<file path="src/rtl/ccd_seq_pkg.sv">
package ccd_seq_pkg;

  typedef enum logic [3:0] {
    ST_IDLE, ST_CLAMP, ST_GAP, ST_SAMP, ST_QUIET, ST_READ,
    ST_CTURN, ST_WRITE, ST_LDGAP, ST_LOAD, ST_LDEND, ST_BTURN
  } seq_state_t;

  typedef enum logic [1:0] {PH_IDLE, PH_LOW, PH_HIGH, PH_TAIL} sh_phase_t;

  function automatic int cmax(input int a, input int b);
    return (a > b) ? a : b;
  endfunction

endpackage

</file>
<file path="src/rtl/seq_timer.sv">
module seq_timer #(
  parameter int W = 8
) (
  input  logic         clk,
  input  logic         rst,
  input  logic         load,
  input  logic [W-1:0] val,
  output logic         expired
);
  logic [W-1:0] cnt;

  always_ff @(posedge clk) begin
    if (rst)             cnt <= '0;
    else if (load)       cnt <= val;
    else if (cnt != '0)  cnt <= cnt - 1'b1;
  end

  assign expired = (cnt == '0);
endmodule

</file>
<file path="src/rtl/ser_shifter.sv">
module ser_shifter
  import ccd_seq_pkg::*;
#(
  parameter int BITS     = 8,
  parameter int SCK_HI   = 13,
  parameter int SCK_LO   = 13,
  parameter int SAMP_DLY = 18
) (
  input  logic            clk,
  input  logic            rst,
  input  logic            start,
  input  logic [BITS-1:0] wdata,
  input  logic            din,
  output logic            sclk,
  output logic            dout,
  output logic            done,
  output logic [BITS-1:0] rdata
);
  localparam int CW = $clog2(cmax(cmax(SCK_HI, SCK_LO), SAMP_DLY) + 1);
  localparam int BW = (BITS > 1) ? $clog2(BITS) : 1;
  localparam int RW = $clog2(BITS + 1);

  sh_phase_t       ph;
  logic [CW-1:0]   cnt;
  logic [BW-1:0]   bidx;
  logic [BITS-1:0] wreg;
  logic            smp_on;
  logic [CW-1:0]   smp_cnt;

  // Clock phases and write data
  always_ff @(posedge clk) begin
    if (rst) begin
      ph <= PH_IDLE; cnt <= '0; bidx <= '0; sclk <= 1'b0;
      dout <= 1'b0; wreg <= '0; done <= 1'b0;
    end else begin
      done <= 1'b0;
      unique case (ph)
        PH_IDLE: if (start) begin
          ph   <= PH_LOW;
          cnt  <= CW'(SCK_LO - 1);
          bidx <= '0;
          dout <= wdata[BITS-1];
          wreg <= wdata << 1;
        end
        PH_LOW: if (cnt == '0) begin
          sclk <= 1'b1; ph <= PH_HIGH; cnt <= CW'(SCK_HI - 1);
        end else cnt <= cnt - 1'b1;
        PH_HIGH: if (cnt == '0) begin
          sclk <= 1'b0;
          cnt  <= CW'(SCK_LO - 1);
          if (bidx == BW'(BITS - 1)) ph <= PH_TAIL;
          else begin
            ph   <= PH_LOW;
            bidx <= bidx + 1'b1;
            dout <= wreg[BITS-1];
            wreg <= wreg << 1;
          end
        end else cnt <= cnt - 1'b1;
        PH_TAIL: if (cnt == '0) begin
          ph <= PH_IDLE; done <= 1'b1;
        end else cnt <= cnt - 1'b1;
        default: ph <= PH_IDLE;
      endcase
    end
  end

  // Delayed read sampling, armed at every rise
  always_ff @(posedge clk) begin
    if (rst) begin
      smp_on <= 1'b0; smp_cnt <= '0; rdata <= '0;
    end else if (ph == PH_LOW && cnt == '0) begin
      smp_on <= 1'b1; smp_cnt <= CW'(SAMP_DLY - 1);
    end else if (smp_on) begin
      if (smp_cnt == '0) begin
        rdata  <= {rdata[BITS-2:0], din};
        smp_on <= 1'b0;
      end else smp_cnt <= smp_cnt - 1'b1;
    end
  end

  // Independent observers of the serial clock
  logic [CW-1:0] hi_len;
  logic [RW-1:0] rcnt;
  logic          sclk_q;
  always_ff @(posedge clk) begin
    if (rst) begin
      hi_len <= '0; rcnt <= '0; sclk_q <= 1'b0;
    end else begin
      sclk_q <= sclk;
      if (sclk) begin
        if (hi_len != '1) hi_len <= hi_len + 1'b1;
      end else hi_len <= '0;
      if (done) rcnt <= '0;
      else if (sclk && !sclk_q) rcnt <= rcnt + 1'b1;
    end
  end

  p_sclk_high_r5: assert property (@(posedge clk) disable iff (rst)
    $fell(sclk) |-> hi_len == CW'(SCK_HI));
  p_rise_limit_r5: assert property (@(posedge clk) disable iff (rst)
    $rose(sclk) |-> rcnt < RW'(BITS));
  p_done_count_r5: assert property (@(posedge clk) disable iff (rst)
    done |-> rcnt == RW'(BITS));
endmodule

</file>
<file path="src/rtl/ccd_pix_sequencer.sv">
module ccd_pix_sequencer
  import ccd_seq_pkg::*;
#(
  parameter int DW         = 8,
  parameter int PIX_PERIOD = 1000,
  parameter int CLAMP_W    = 75,
  parameter int GAP_W      = 13,
  parameter int SAMP_W     = 125,
  parameter int QUIET_W    = 13,
  parameter int SCK_HI     = 13,
  parameter int SCK_LO     = 13,
  parameter int SAMP_DLY   = 18,
  parameter int MODE_TA    = 13,
  parameter int LD_GAP     = 13,
  parameter int LOAD_W     = 13
) (
  input  logic          clk,
  input  logic          rst,
  input  logic          run,
  input  logic          cfg_req,
  input  logic [DW-1:0] cfg_data,
  input  logic          dz_data_i,
  output logic          dz_clamp,
  output logic          dz_vidsamp,
  output logic          dz_mode,
  output logic          dz_sclk,
  output logic          dz_load,
  output logic          dz_data_o,
  output logic          dz_data_oe,
  output logic [DW-1:0] pix_data,
  output logic          pix_valid
);
  localparam int TW  = $clog2(cmax(cmax(cmax(CLAMP_W, SAMP_W), cmax(GAP_W, QUIET_W)),
                                   cmax(cmax(MODE_TA, LD_GAP), LOAD_W)) + 1);
  localparam int PW  = $clog2(PIX_PERIOD + 1);
  localparam int TAW = $clog2(MODE_TA + 1);

  seq_state_t    state, state_n;
  logic          tmr_ld, tmr_exp, sh_go, sh_done;
  logic [TW-1:0] tmr_val;
  logic [DW-1:0] sh_rdata, cfg_word;
  logic [PW-1:0] per_cnt;
  logic          pix_pend, cfg_pend;
  logic [1:0]    din_sync;

  seq_timer #(.W(TW)) u_tmr (
    .clk(clk), .rst(rst), .load(tmr_ld), .val(tmr_val), .expired(tmr_exp));

  ser_shifter #(.BITS(DW), .SCK_HI(SCK_HI), .SCK_LO(SCK_LO), .SAMP_DLY(SAMP_DLY)) u_shf (
    .clk(clk), .rst(rst), .start(sh_go), .wdata(cfg_word), .din(din_sync[1]),
    .sclk(dz_sclk), .dout(dz_data_o), .done(sh_done), .rdata(sh_rdata));

  // Pixel pacing and pending requests
  always_ff @(posedge clk) begin
    if (rst) begin
      per_cnt <= '0; pix_pend <= 1'b0; cfg_pend <= 1'b0; cfg_word <= '0; din_sync <= '0;
    end else begin
      din_sync <= {din_sync[0], dz_data_i};
      if (state == ST_IDLE && state_n == ST_CLAMP) pix_pend <= 1'b0;
      if (!run) begin
        per_cnt  <= '0;
        pix_pend <= 1'b0;
      end else if (per_cnt == '0) begin
        per_cnt  <= PW'(PIX_PERIOD - 1);
        pix_pend <= 1'b1;
      end else per_cnt <= per_cnt - 1'b1;
      if (state == ST_IDLE && state_n == ST_CTURN) cfg_pend <= 1'b0;
      if (cfg_req) begin
        cfg_pend <= 1'b1;
        cfg_word <= cfg_data;
      end
    end
  end

  // Sequencing
  always_comb begin
    state_n = state;
    tmr_ld  = 1'b0;
    tmr_val = '0;
    sh_go   = 1'b0;
    unique case (state)
      ST_IDLE:
        if (pix_pend) begin
          state_n = ST_CLAMP; tmr_ld = 1'b1; tmr_val = TW'(CLAMP_W - 1);
        end else if (cfg_pend) begin
          state_n = ST_CTURN; tmr_ld = 1'b1; tmr_val = TW'(MODE_TA - 1);
        end
      ST_CLAMP: if (tmr_exp) begin state_n = ST_GAP;   tmr_ld = 1'b1; tmr_val = TW'(GAP_W - 1);   end
      ST_GAP:   if (tmr_exp) begin state_n = ST_SAMP;  tmr_ld = 1'b1; tmr_val = TW'(SAMP_W - 1);  end
      ST_SAMP:  if (tmr_exp) begin state_n = ST_QUIET; tmr_ld = 1'b1; tmr_val = TW'(QUIET_W - 1); end
      ST_QUIET: if (tmr_exp) begin state_n = ST_READ;  sh_go = 1'b1; end
      ST_READ:  if (sh_done) state_n = ST_IDLE;
      ST_CTURN: if (tmr_exp) begin state_n = ST_WRITE; sh_go = 1'b1; end
      ST_WRITE: if (sh_done) begin state_n = ST_LDGAP; tmr_ld = 1'b1; tmr_val = TW'(LD_GAP - 1);  end
      ST_LDGAP: if (tmr_exp) begin state_n = ST_LOAD;  tmr_ld = 1'b1; tmr_val = TW'(LOAD_W - 1);  end
      ST_LOAD:  if (tmr_exp) begin state_n = ST_LDEND; tmr_ld = 1'b1; tmr_val = TW'(LD_GAP - 1);  end
      ST_LDEND: if (tmr_exp) begin state_n = ST_BTURN; tmr_ld = 1'b1; tmr_val = TW'(MODE_TA - 1); end
      ST_BTURN: if (tmr_exp) state_n = ST_IDLE;
      default:  state_n = ST_IDLE;
    endcase
  end

  // Registered strobes
  always_ff @(posedge clk) begin
    if (rst) begin
      state <= ST_IDLE; dz_clamp <= 1'b0; dz_vidsamp <= 1'b0; dz_load <= 1'b0;
      dz_data_oe <= 1'b0; dz_mode <= 1'b1; pix_valid <= 1'b0; pix_data <= '0;
    end else begin
      state      <= state_n;
      dz_clamp   <= (state_n == ST_CLAMP);
      dz_vidsamp <= (state_n == ST_SAMP);
      dz_load    <= (state_n == ST_LOAD);
      dz_data_oe <= (state_n == ST_WRITE);
      dz_mode    <= !(state_n inside {ST_CTURN, ST_WRITE, ST_LDGAP, ST_LOAD, ST_LDEND});
      pix_valid  <= (state == ST_READ) && sh_done;
      if ((state == ST_READ) && sh_done) pix_data <= sh_rdata;
    end
  end

  // Observer: cycles since the last mode change
  logic           mode_q;
  logic [TAW-1:0] ta_cnt;
  always_ff @(posedge clk) begin
    if (rst) begin
      mode_q <= 1'b1; ta_cnt <= '0;
    end else begin
      mode_q <= dz_mode;
      if (dz_mode != mode_q) ta_cnt <= '0;
      else if (ta_cnt != TAW'(MODE_TA)) ta_cnt <= ta_cnt + 1'b1;
    end
  end

  p_strobe_excl_r3: assert property (@(posedge clk) disable iff (rst)
    !(dz_clamp && dz_vidsamp));
  p_quiet_sclk_r4: assert property (@(posedge clk) disable iff (rst)
    dz_vidsamp |-> !dz_sclk);
  p_valid_pulse_r6: assert property (@(posedge clk) disable iff (rst)
    pix_valid |=> !pix_valid);
  p_oe_prog_r7: assert property (@(posedge clk) disable iff (rst)
    dz_data_oe |-> !dz_mode);
  p_load_prog_r8: assert property (@(posedge clk) disable iff (rst)
    dz_load |-> !dz_mode);
  p_mode_ta_r8: assert property (@(posedge clk) disable iff (rst)
    $rose(dz_sclk) |-> ta_cnt == TAW'(MODE_TA));
  p_strobe_readout_r9: assert property (@(posedge clk) disable iff (rst)
    (dz_clamp || dz_vidsamp) |-> dz_mode);
endmodule

</file>
<file path="config.mk">
export PLATFORM = sky130hd
export DESIGN_NAME = ccd_pix_sequencer
export DESIGN_NICKNAME = d
export VERILOG_FILES = /design/src/rtl/ccd_seq_pkg.sv /design/src/rtl/seq_timer.sv /design/src/rtl/ser_shifter.sv /design/src/rtl/ccd_pix_sequencer.sv
export SDC_FILE = /design/constraint.sdc
export NUM_CORES = 1
export LEC_CHECK = 0
export BUFFER_PORTS_ARGS = -buffer_cell sky130_fd_sc_hd__buf_2
export CORE_ASPECT_RATIO = 2
export CORE_MARGIN = 1
export CORE_UTILIZATION = 59
export DETAILED_ROUTE_END_ITERATION = 8
export PLACE_DENSITY = 0.79
export SETUP_SLACK_MARGIN = 0.4
export SLEW_MARGIN = 10
export SYNTH_ARGS = -nofsm -noshare
export SYNTH_HDL_FRONTEND = slang
export SYNTH_SLANG_ARGS = --single-unit
</file>
<file path="constraint.sdc">
create_clock -name clk -period 2.6 [get_ports clk]
set_clock_uncertainty 0.15 [all_clocks]
set_input_delay 0.39 -clock clk [delete_from_list [all_inputs] [get_ports clk]]
set_output_delay 0.39 -clock clk [all_outputs]
set_load 0.02 [all_outputs]
</file>
==> results.yml, run 1 <==
sta:
  relSlewSlack: 0.5942
  hold_ws_ns: 0.1106
  clock.fmax_mhz: 463.7
  hold_viol_final: 0
  setup_viol: 0
  worstMarginPinSlew_ns: 0.6021
  final_period_minus_worst_setup_slack_ns: 2.157
  grt_setup_unrepaired: "true"
  tns_ns: 0
  fin_crit_sh: 0.8295
  drv_slew: 0
route:
  via_per_inst: 5.988
  remaining_drc_errors: 3
  ant_nets: 0
  wl_mm: 7.789
  vias: 2940
  routedWlPerCell_microns: 15.86
  firstDrtPassIters: 7
  drt_iter0_markers: 95
synth:
  syn_inst: 389
  yosysTopAreaCell: "dfxtp_1"
  ys_seq_elements: 81
  yosys_warnings: 0
  synth_edf_count: 0
  synth_top_area_share: 0.4480
  synthArstFlopShare: 0
  synth_area_leaders: "dfxtp_1 45%, mux2i_1 10%, nor2_1 6.0%, a21oi_1 3.6%, ha_1 3.5%"
  postSynthNetCount: 412
  ys.flop_type: "dfxtp_1"
  synth_seq_area_share: 0.4480
  ys_types: 59
  syn_area_sq_um: 3620
  avgSynthCellArea_sq_um: 9.305
worst_setup_path:
  reg2regPathDepth: 9
  worst-path-max-fanout: 7
  cp-start-kind: "register"
  reg2reg_from: "u_shf.cnt[1]"
  crit_chain: "inv_1, ha_2, or4b_4, o21ai_1, and3_4, buf_4, clkbuf_16, nand2b_1, a21oi_1"
  r2r_slack_ns: 0.44
  cpPeakStageDelay_ns: 0.48
  r2r_end: "u_shf.wreg[1]"
  worstSetupPathType: "register to register"
  slowest_stage: "or4b_4"
  worstPathRequired_ns: 2.67
  cp_data_arrival_time_ns: 2.22
  cp-end-kind: "register"
grt:
  grt_start_max_net_pins: 29
  grt_usage: 0.2489
  grt_pass1_wl_mm: 12.22
  grt_pass1_vias: 2808
  antenna_found_initial: 0
  grt-ovfl-total: 0
power:
  powerDensity_nw_per_um2: 1135
  leakagePower_uw: 0.001772
  vdd_ir_drop_max_mv: 0.5809
clocking:
  postCtsHoldBufs: 0
  clkTransAtPathRegs_ns: 0.06
  root_buffer: "clkbuf_16"
  cts.htree.levels: 3
  clkLatencyLatePin_ns: 0.34
  cts_tree: "built"
  clkSinkCount: 81
  ctsLongestPathBuffers: 2
  numCtsBuffers: 9
floorplanning:
  die_y_microns: 112.8
  rows: 40
  io_pins: 29
  fp.dieArea_sq_um: 6471
  start_util: 0.6078
  fp.dieW_microns: 57.39
  core-area_sq_um: 5956
status:
  violations: "DRC"
  status: "finished, violations left"
placed_design:
  dpl-instance-area_sq_um: 3794
  port_buffers: 28
  gp_congestion: 0.9201
  hpwl_mm: 5.259
cells_and_area:
  fin_nets: 446
  diodes: 0
  fillers: 440
  final_area_sq_um: 4293
  drive_above_1_share: 0.1963
  syn_to_final_growth_pct: 18.60
hold_path:
  worstHoldStart: "dz_data_i"
  hold_end: "din_sync[0]"
  hp-class: "primary input to register"
  whs_path_depth: 2
job:
  drv_cap: 0
==> synth_stat cells, types with 5 or more instances <==
master,n
dfxtp_1,81
nor2_1,58
mux2i_1,36
a21oi_1,26
nand2_1,18
nor3_1,17
inv_1,16
clkbuf_1,13
ha_1,10
xnor2_1,9
nand3_1,6
a211oi_1,5
a31oi_1,5
nand2b_1,5
nor2b_1,5
nor3b_1,5
==> cell families after synthesis <==
group           synth area share
simple gates              0.2240
flops                     0.4480
compound gates            0.1158
mux                       0.1027
buf+inv                  0.04356
xor+xnor                 0.03146
fa+ha+maj                0.03457
==> critical path: cells and delay by family, from the launching register on <==
family          cells  cell delay [ns]
simple gates        3             0.82
buf+inv             3             0.33
fa+ha+maj           1             0.21
compound gates      2             0.21
flops               1             0.33
==> state kept, by name (all words and copies together) (netlist names), 2 cells and up <==
name	flops
pix_data	8
cfg_word	8
din_sync	2
u_shf.smp_cnt	5
u_shf.cnt	5
u_shf.wreg	7
u_shf.bidx	3
state	4
per_cnt	10
u_tmr.cnt	7
u_shf.ph	2
u_shf.rdata	8
==> final cells by class <==
type,instances,area (sq um),area share
multi-input combinational,273,1897,0.4419
sequential,81,1622,0.3777
timing repair buffer,42,307.8,0.07170
clock buffer,15,297.8,0.06937
tap,63,78.83,0.01836
inverter,16,60.06,0.01399
clock inverter,1,30.03,0.006995
==> cells in the final DEF, fill, tap and decap left out, drive strengths merged, types with 2 or more instances in the layout <==
master  instances
nor4b           2
a21oi          26
dfxtp          81
buf            41
o32ai           2
nor2b           5
clkbuf         16
nor2           62
and2            5
nand3b          3
xor2            4
nand2b          5
nand2          18
o21ai           6
or3             3
nand4           2
a22oi           2
nor4            5
a31oi           5
inv            16
or2             4
xnor2           9
a221oi          2
o41ai           2
nor3b           6
a211oi          8
nand3           6
ha             10
nor3           19
mux2i          36
==> what timing repair did <==
item                                    CTS  global route
gates resized for setup                   2            11
pin swaps                                 1             4
gates cloned                              0             1
endpoints found under the setup margin   12            27
setup buffers                             1             5
==> layer usage <==
metal | global-route usage | wire (microns)
met3 | 0.06857 | 285
met4 | 0.1626 | 371
met2 | 0.4550 | 4250
met5 | 0 | 0
met1 | 0.2304 | 2881
==> through the flow <==
stage               total power, uW  utilization  worst slack (ns)  cells
floorplan                      2898            -            0.5814    389
global placement               3138       0.6370            0.4560    468
detailed placement             3183       0.6370            0.3626    468
CTS                            4577       0.6958            0.3921    485
global route                   5123       0.7208            0.3823    491
finish                         4874       0.7208            0.4433    491
==> worst max path at each step <==
stage	startpoint	end	slack (ns)
after detailed placement	u_tmr.cnt[0]	u_shf.bidx[0]	0.36
after global routing	u_shf.cnt[0]	u_shf.bidx[0]	0.38
after CTS	u_tmr.cnt[0]	u_shf.bidx[0]	0.39
after global placement	u_shf.cnt[0]	u_shf.rdata[3]	0.46
final	u_shf.cnt[1]	u_shf.wreg[1]	0.44
after floorplan	u_shf.cnt[0]	u_shf.rdata[0]	0.58
==> report_power, final <==
group / switching, uW / internal [uW] / total (uW)
Sequential: 224 / 1440 / 1660
Clock: 475 / 875 / 1350
Combinational: 965 / 894 / 1860
Total: 1660 / 3210 / 4870
No activity file was read; power rests on OpenSTA's default activity.
==> run 2, diff against run 1 <==
==> constraint.sdc (replaced) <==
create_clock -name clk -period 2.05 [get_ports clk]
set_clock_uncertainty 0.15 [all_clocks]
set_input_delay 0.3075 -clock clk [delete_from_list [all_inputs] [get_ports clk]]
set_output_delay 0.3075 -clock clk [all_outputs]
set_load 0.02 [all_outputs]
==> run 2 against run 1 <==
  * The run ends with DRC, setup timing left
  * Worst hold slack worse by 0.077 ns
  * Cell count up 7.5%
  * Clock power up 41%
  * Sequential power up 28%
  * Maximum frequency up 5.0%
  * Flip-flop and latch count unchanged
  * Global-route usage up 3.1 points
  * Worst setup slack worse by 0.45 ns
  * Design area up 15%
  * Power up 53%
==> results.yml, run 2 (same netlist as run 1, synthesis figures left out) <==
clocking:
  cts.htree.levels: 3
  ctsLongestPathBuffers: 2
  clkSinkCount: 81
  postCtsHoldBufs: 0
  clkTransAtPathRegs_ns: 0.06
  clkLatencyLatePin_ns: 0.34
  cts_tree: "built"
  numCtsBuffers: 9
  root_buffer: "clkbuf_16"
power:
  vdd_ir_drop_max_mv: 1.098
  clkPwrFrac: 0.256
  p_sw_frac: 0.3519
  p_sw_uw: 2628
  leakagePower_uw: 0.002046
  internal_power_uw: 4841
  p_comb_frac: 0.460
  powerDensity_nw_per_um2: 1517
  power_frac_seq: 0.284
  finalPower_uw: 7469
floorplanning:
  io_pins: 29
  start_util: 0.6078
  die_y_microns: 112.8
  fp.dieArea_sq_um: 6471
  core-area_sq_um: 5956
  rows: 40
  fp.dieW_microns: 57.39
route:
  routedWlPerCell_microns: 18.23
  wl_mm: 9.623
  remaining_drc_errors: 1
  firstDrtPassIters: 7
  vias: 3181
  ant_nets: 0
  drt_iter0_markers: 216
  via_per_inst: 6.025
sta:
  setup_slack_ns: -0.004025
  setup_viol: 2
  clock.fmax_mhz: 486.8
  fin_crit_sh: 1.002
  grt_setup_unrepaired: "true"
  relSlewSlack: 0.5882
  worstMarginPinSlew_ns: 0.6157
  hold_viol_final: 0
  final_period_minus_worst_setup_slack_ns: 2.054
  drv_slew: 0
cells_and_area:
  fin_nets: 484
  drive_above_1_share: 0.4000
  regMostFlops: "per_cnt"
  layout_commonest_cell: "dfxtp_1"
  largest_register_ff_count: 10
  diodes: 0
  layout_common_cells: "69 x dfxtp_1, 54 x nor2_1, 39 x buf_4"
  post-route-util: 0.8269
  syn_to_final_growth_pct: 36.05
worst_setup_path:
  cp_data_arrival_time_ns: 2.16
  cpPeakStageDelay_ns: 0.48
  worst-path-max-fanout: 4
  worstPathRequired_ns: 2.15
  crit_chain: "nor2b_1, a22oi_1, o32ai_1, o32ai_4, a22oi_1"
  cp-start-kind: "register"
  cp-end-kind: "register"
  worstSetupPathType: "register to register"
  crit_top_cell: "a22oi_1"
  slowest_stage: "nor2b_1"
grt:
  grt_start_max_net_pins: 35
  grt_pass1_vias: 3015
  grt-ovfl-total: 0
  antenna_found_initial: 0
  grt_usage: 0.2802
  grt_pass1_wl_mm: 13.77
placed_design:
  port_buffers: 28
  hpwl_mm: 5.432
  gp_congestion: 0.9370
job:
  drv_cap: 0
hold_path:
  hp-class: "primary input to register"
status:
  status: "finished, violations left"
  violations: "DRC, setup timing"
-- run 2: changes by cell type in the layout (fill, tap and decap cells not counted), moves of 6 or more --
cell / before / now
a21oi_1: 26 / 17
a21oi_2: 0 / 8
buf_4: 9 / 39
buf_6: 0 / 12
dfxtp_1: 81 / 69
dfxtp_2: 0 / 11
inv_1: 16 / 9
inv_2: 0 / 7
nor3_1: 17 / 11
-- run 2: worst max-delay path: cells and delay by family (launching register included) --
| kind | cells | cell delay [ns] |
|---|---|---|
| AOI/OAI and AO/OA | 4 | 0.94 |
| and+or+nand+nor | 1 | 0.48 |
| DFF | 1 | 0.41 |
-- run 2: power groups by stage --
stage	sequential, uW	clock [uW]	combinational, uW
2_1_floorplan	2100	0	1740
3_3_place_gp	2110	0	2240
3_5_place_dp	2120	0	2280
4_1_cts	2080	1940	2920
5_1_grt	2150	2010	3640
6_report	2120	1910	3440
-- run 2: final cells by class --
| type | count | area (sq um) |
|---|---|---|
| Multi-Input combinational cell | 273 | 2213 |
| Sequential cell | 81 | 1639 |
| Fill cell | 346 | 1031 |
| Timing Repair Buffer | 80 | 575.6 |
| Clock buffer | 10 | 229.0 |
| Clock inverter | 5 | 128.9 |
| Tap cell | 63 | 78.83 |
| Inverter | 16 | 60.06 |
-- run 2: repair_timing --
item	in CTS	in global routing
setup buffers	23	8
resized for setup	44	38
pin swaps	23	24
setup endpoints to repair	51	61
cloned	1	0
endpoints found under the hold margin	0	0
-- run 2: path summary, 6_finish.rpt --
kind              cells after the start     endpoint        start  slack [ns]
setup reg to reg                      5      dz_mode     cfg_pend      -0.004
setup / recovery                      5      dz_mode     cfg_pend      -0.004
hold / removal                        2  din_sync[0]    dz_data_i        0.03
hold reg to reg                       1  din_sync[1]  din_sync[0]        0.31
-- run 2: stage by stage --
step	cell area [sq um]	worst slack [ns]	TNS [ns]	hold WS, ns	instances
2_1_floorplan	3729	0.1780	0	0.2294	389
3_3_place_gp	3996	0.08426	0	0.2727	481
3_5_place_dp	3996	0.03565	0	0.3040	481
4_1_cts	4701	0.1206	0	0.03132	520
5_1_grt	4925	-0.1026	-0.2581	0.02871	528
6_report	4925	-0.004025	-0.004985	0.03410	528
-- run 2: per-layer routing --
| metal | global-route usage | vias to the layer above | routed length (microns) |
|---|---|---|---|
| met3 | 0.05829 | 46 | 503 |
| met5 | 0 | - | 0 |
| met2 | 0.5109 | 106 | 5219 |
| li1 | - | 1511 | - |
| met4 | 0.1528 | 0 | 578 |
| met1 | 0.2865 | 1518 | 3321 |
==> run 3, diff against run 2 <==
--- a/config.mk
+++ b/config.mk
@@ -5,10 +5,12 @@
 export SDC_FILE = /design/constraint.sdc
 export NUM_CORES = 1
 export LEC_CHECK = 0
+export ABC_CLOCK_PERIOD_IN_PS = 2050
 export BUFFER_PORTS_ARGS = -buffer_cell sky130_fd_sc_hd__buf_2
 export CORE_ASPECT_RATIO = 2
 export CORE_MARGIN = 1
 export CORE_UTILIZATION = 59
+export CTS_BUF_LIST = sky130_fd_sc_hd__clkbuf_16
 export DETAILED_ROUTE_END_ITERATION = 8
 export PLACE_DENSITY = 0.79
 export SETUP_SLACK_MARGIN = 0.4
==> run 3 against run 2 <==
  * The flow still finishes with violations (DRC, setup timing)
  * Register-to-register slack barely moved
  * Flip-flop and latch count unchanged
  * Largest power group unchanged
  * Clock-buffer cell count decreased by 1
  * Largest cell class unchanged
==> results.yml, run 3 (same netlist as run 1, synthesis figures left out) <==
worst_setup_path:
  cp-start-kind: "register"
  critPathTopFamily: "compound AO/OA/AOI/OAI gates"
  crit_chain: "nor2b_1, a22oi_1, o32ai_1, o32ai_4, a22oi_1"
  worst-path-max-fanout: 4
  worstSetupPathType: "register to register"
  cpPeakStageDelay_ns: 0.48
  worstPathRequired_ns: 2.15
  crit_buf_inv: 0
  slowest_stage: "nor2b_1"
  cp_data_arrival_time_ns: 2.16
  crit_top_cell: "a22oi_1"
  cp-end-kind: "register"
clocking:
  cts.htree.levels: 3
  ctsLongestPathBuffers: 2
  root_buffer: "clkbuf_16"
  postCtsHoldBufs: 0
  clkSinkCount: 81
  cts_tree: "built"
  numCtsBuffers: 9
  clkTransAtPathRegs_ns: 0.06
  clkLatencyLatePin_ns: 0.34
status:
  status: "finished, violations left"
  violations: "DRC, setup timing"
route:
  via_per_inst: 6.028
  ant_nets: 0
  drt_iter0_markers: 216
  firstDrtPassIters: 6
  wl_mm: 9.617
  remaining_drc_errors: 1
  routedWlPerCell_microns: 18.21
  vias: 3183
power:
  powerDensity_nw_per_um2: 1515
  vdd_ir_drop_max_mv: 1.098
  finalPower_uw: 7463
  leakagePower_uw: 0.002051
cells_and_area:
  layout_common_cells: "69 x dfxtp_1, 54 x nor2_1, 39 x buf_4"
  regMostFlops: "per_cnt"
  post-route-util: 0.8269
  drive_above_1_share: 0.4000
  fin_nets: 484
  syn_to_final_growth_pct: 36.05
  layout_commonest_cell: "dfxtp_1"
  largest_register_ff_count: 10
  diodes: 0
sta:
  final_period_minus_worst_setup_slack_ns: 2.054
  worstMarginPinSlew_ns: 0.6157
  grt_setup_unrepaired: "true"
  relSlewSlack: 0.5882
  setup_viol: 2
  drv_slew: 0
  hold_viol_final: 0
  hold_ws_ns: 0.03410
  clock.fmax_mhz: 486.9
  fin_crit_sh: 1.002
  tns_ns: -0.004902
  setup_slack_ns: -0.003942
floorplanning:
  io_pins: 29
  start_util: 0.6078
  fp.dieW_microns: 57.39
  fp.dieArea_sq_um: 6471
  rows: 40
  die_y_microns: 112.8
  core-area_sq_um: 5956
grt:
  antenna_found_initial: 0
  grt_pass1_wl_mm: 13.77
  grt_usage: 0.2802
  grt_pass1_vias: 3015
  grt-ovfl-total: 0
  grt_start_max_net_pins: 35
job:
  drv_cap: 0
placed_design:
  hpwl_mm: 5.432
  port_buffers: 28
  preCtsSetupSlack_ns: 0.03565
  gp_congestion: 0.9370
hold_path:
  hp-class: "primary input to register"
==> run 3: cell count changes in the layout (fill, tap and decap cells not counted), sizes merged <==
| cell | delta |
|---|---|
| clkbuf | -1 |
| inv | +1 |
==> run 3: worst paths after layout <==
path | startpoint | slack, ns | to | depth (start not counted)
setup / recovery | cfg_pend | -0.004 | dz_mode | 5
hold reg to reg | din_sync[0] | 0.31 | din_sync[1] | 1
setup reg to reg | cfg_pend | -0.004 | dz_mode | 5
hold / removal | dz_data_i | 0.03 | din_sync[0] | 2
==> run 3: worst reg2reg max path: stages, from the launching register on <==
cell	delay, ns
dfxtp_1	0.41
nor2b_1	0.48
a22oi_1	0.19
o32ai_1	0.35
o32ai_4	0.20
a22oi_1	0.20
==> run 3: area by class of cell <==
| cell class | instances | area [sq um] |
|---|---|---|
| clock inverters | 6 | 132.6 |
| flip-flops and latches | 81 | 1639 |
| well taps | 63 | 78.83 |
| fillers | 346 | 1031 |
| clock buffers | 9 | 225.2 |
| multi-input cells | 273 | 2213 |
| repair buffers | 80 | 575.6 |
| inverters | 16 | 60.06 |
==> run 3: timing repair <==
item | 4_1_cts | 5_1_grt
setup endpoints to repair | 51 | 61
cloned | 1 | 0
pin swaps | 23 | 24
hold endpoints to repair | 0 | 0
setup buffers | 23 | 8
gates resized for setup | 44 | 38
==> run 3: through the flow <==
stage / std cells / area, sq um
2_1_floorplan: 389 / 3729
3_3_place_gp: 481 / 3996
3_5_place_dp: 481 / 3996
4_1_cts: 520 / 4701
5_1_grt: 528 / 4925
6_report: 528 / 4925
==> run 3: report_power, final <==
part	total, uW	switching (uW)	leakage [uW]	internal (uW)
Sequential	2120	278	0.000666	1840
Clock	1910	603	0.000177	1300
Combinational	3440	1750	0.00121	1690
==> run 3: routing by layer <==
layer / track usage / wire, microns / vias to the layer above / share of wire
met5: 0 / 0 / - / 0
met4: 0.1528 / 578 / 0 / 0.060
met3: 0.05829 / 503 / 46 / 0.052
met2: 0.5109 / 5221 / 106 / 0.54
met1: 0.2865 / 3313 / 1519 / 0.34
li1: - / - / 1512 / -
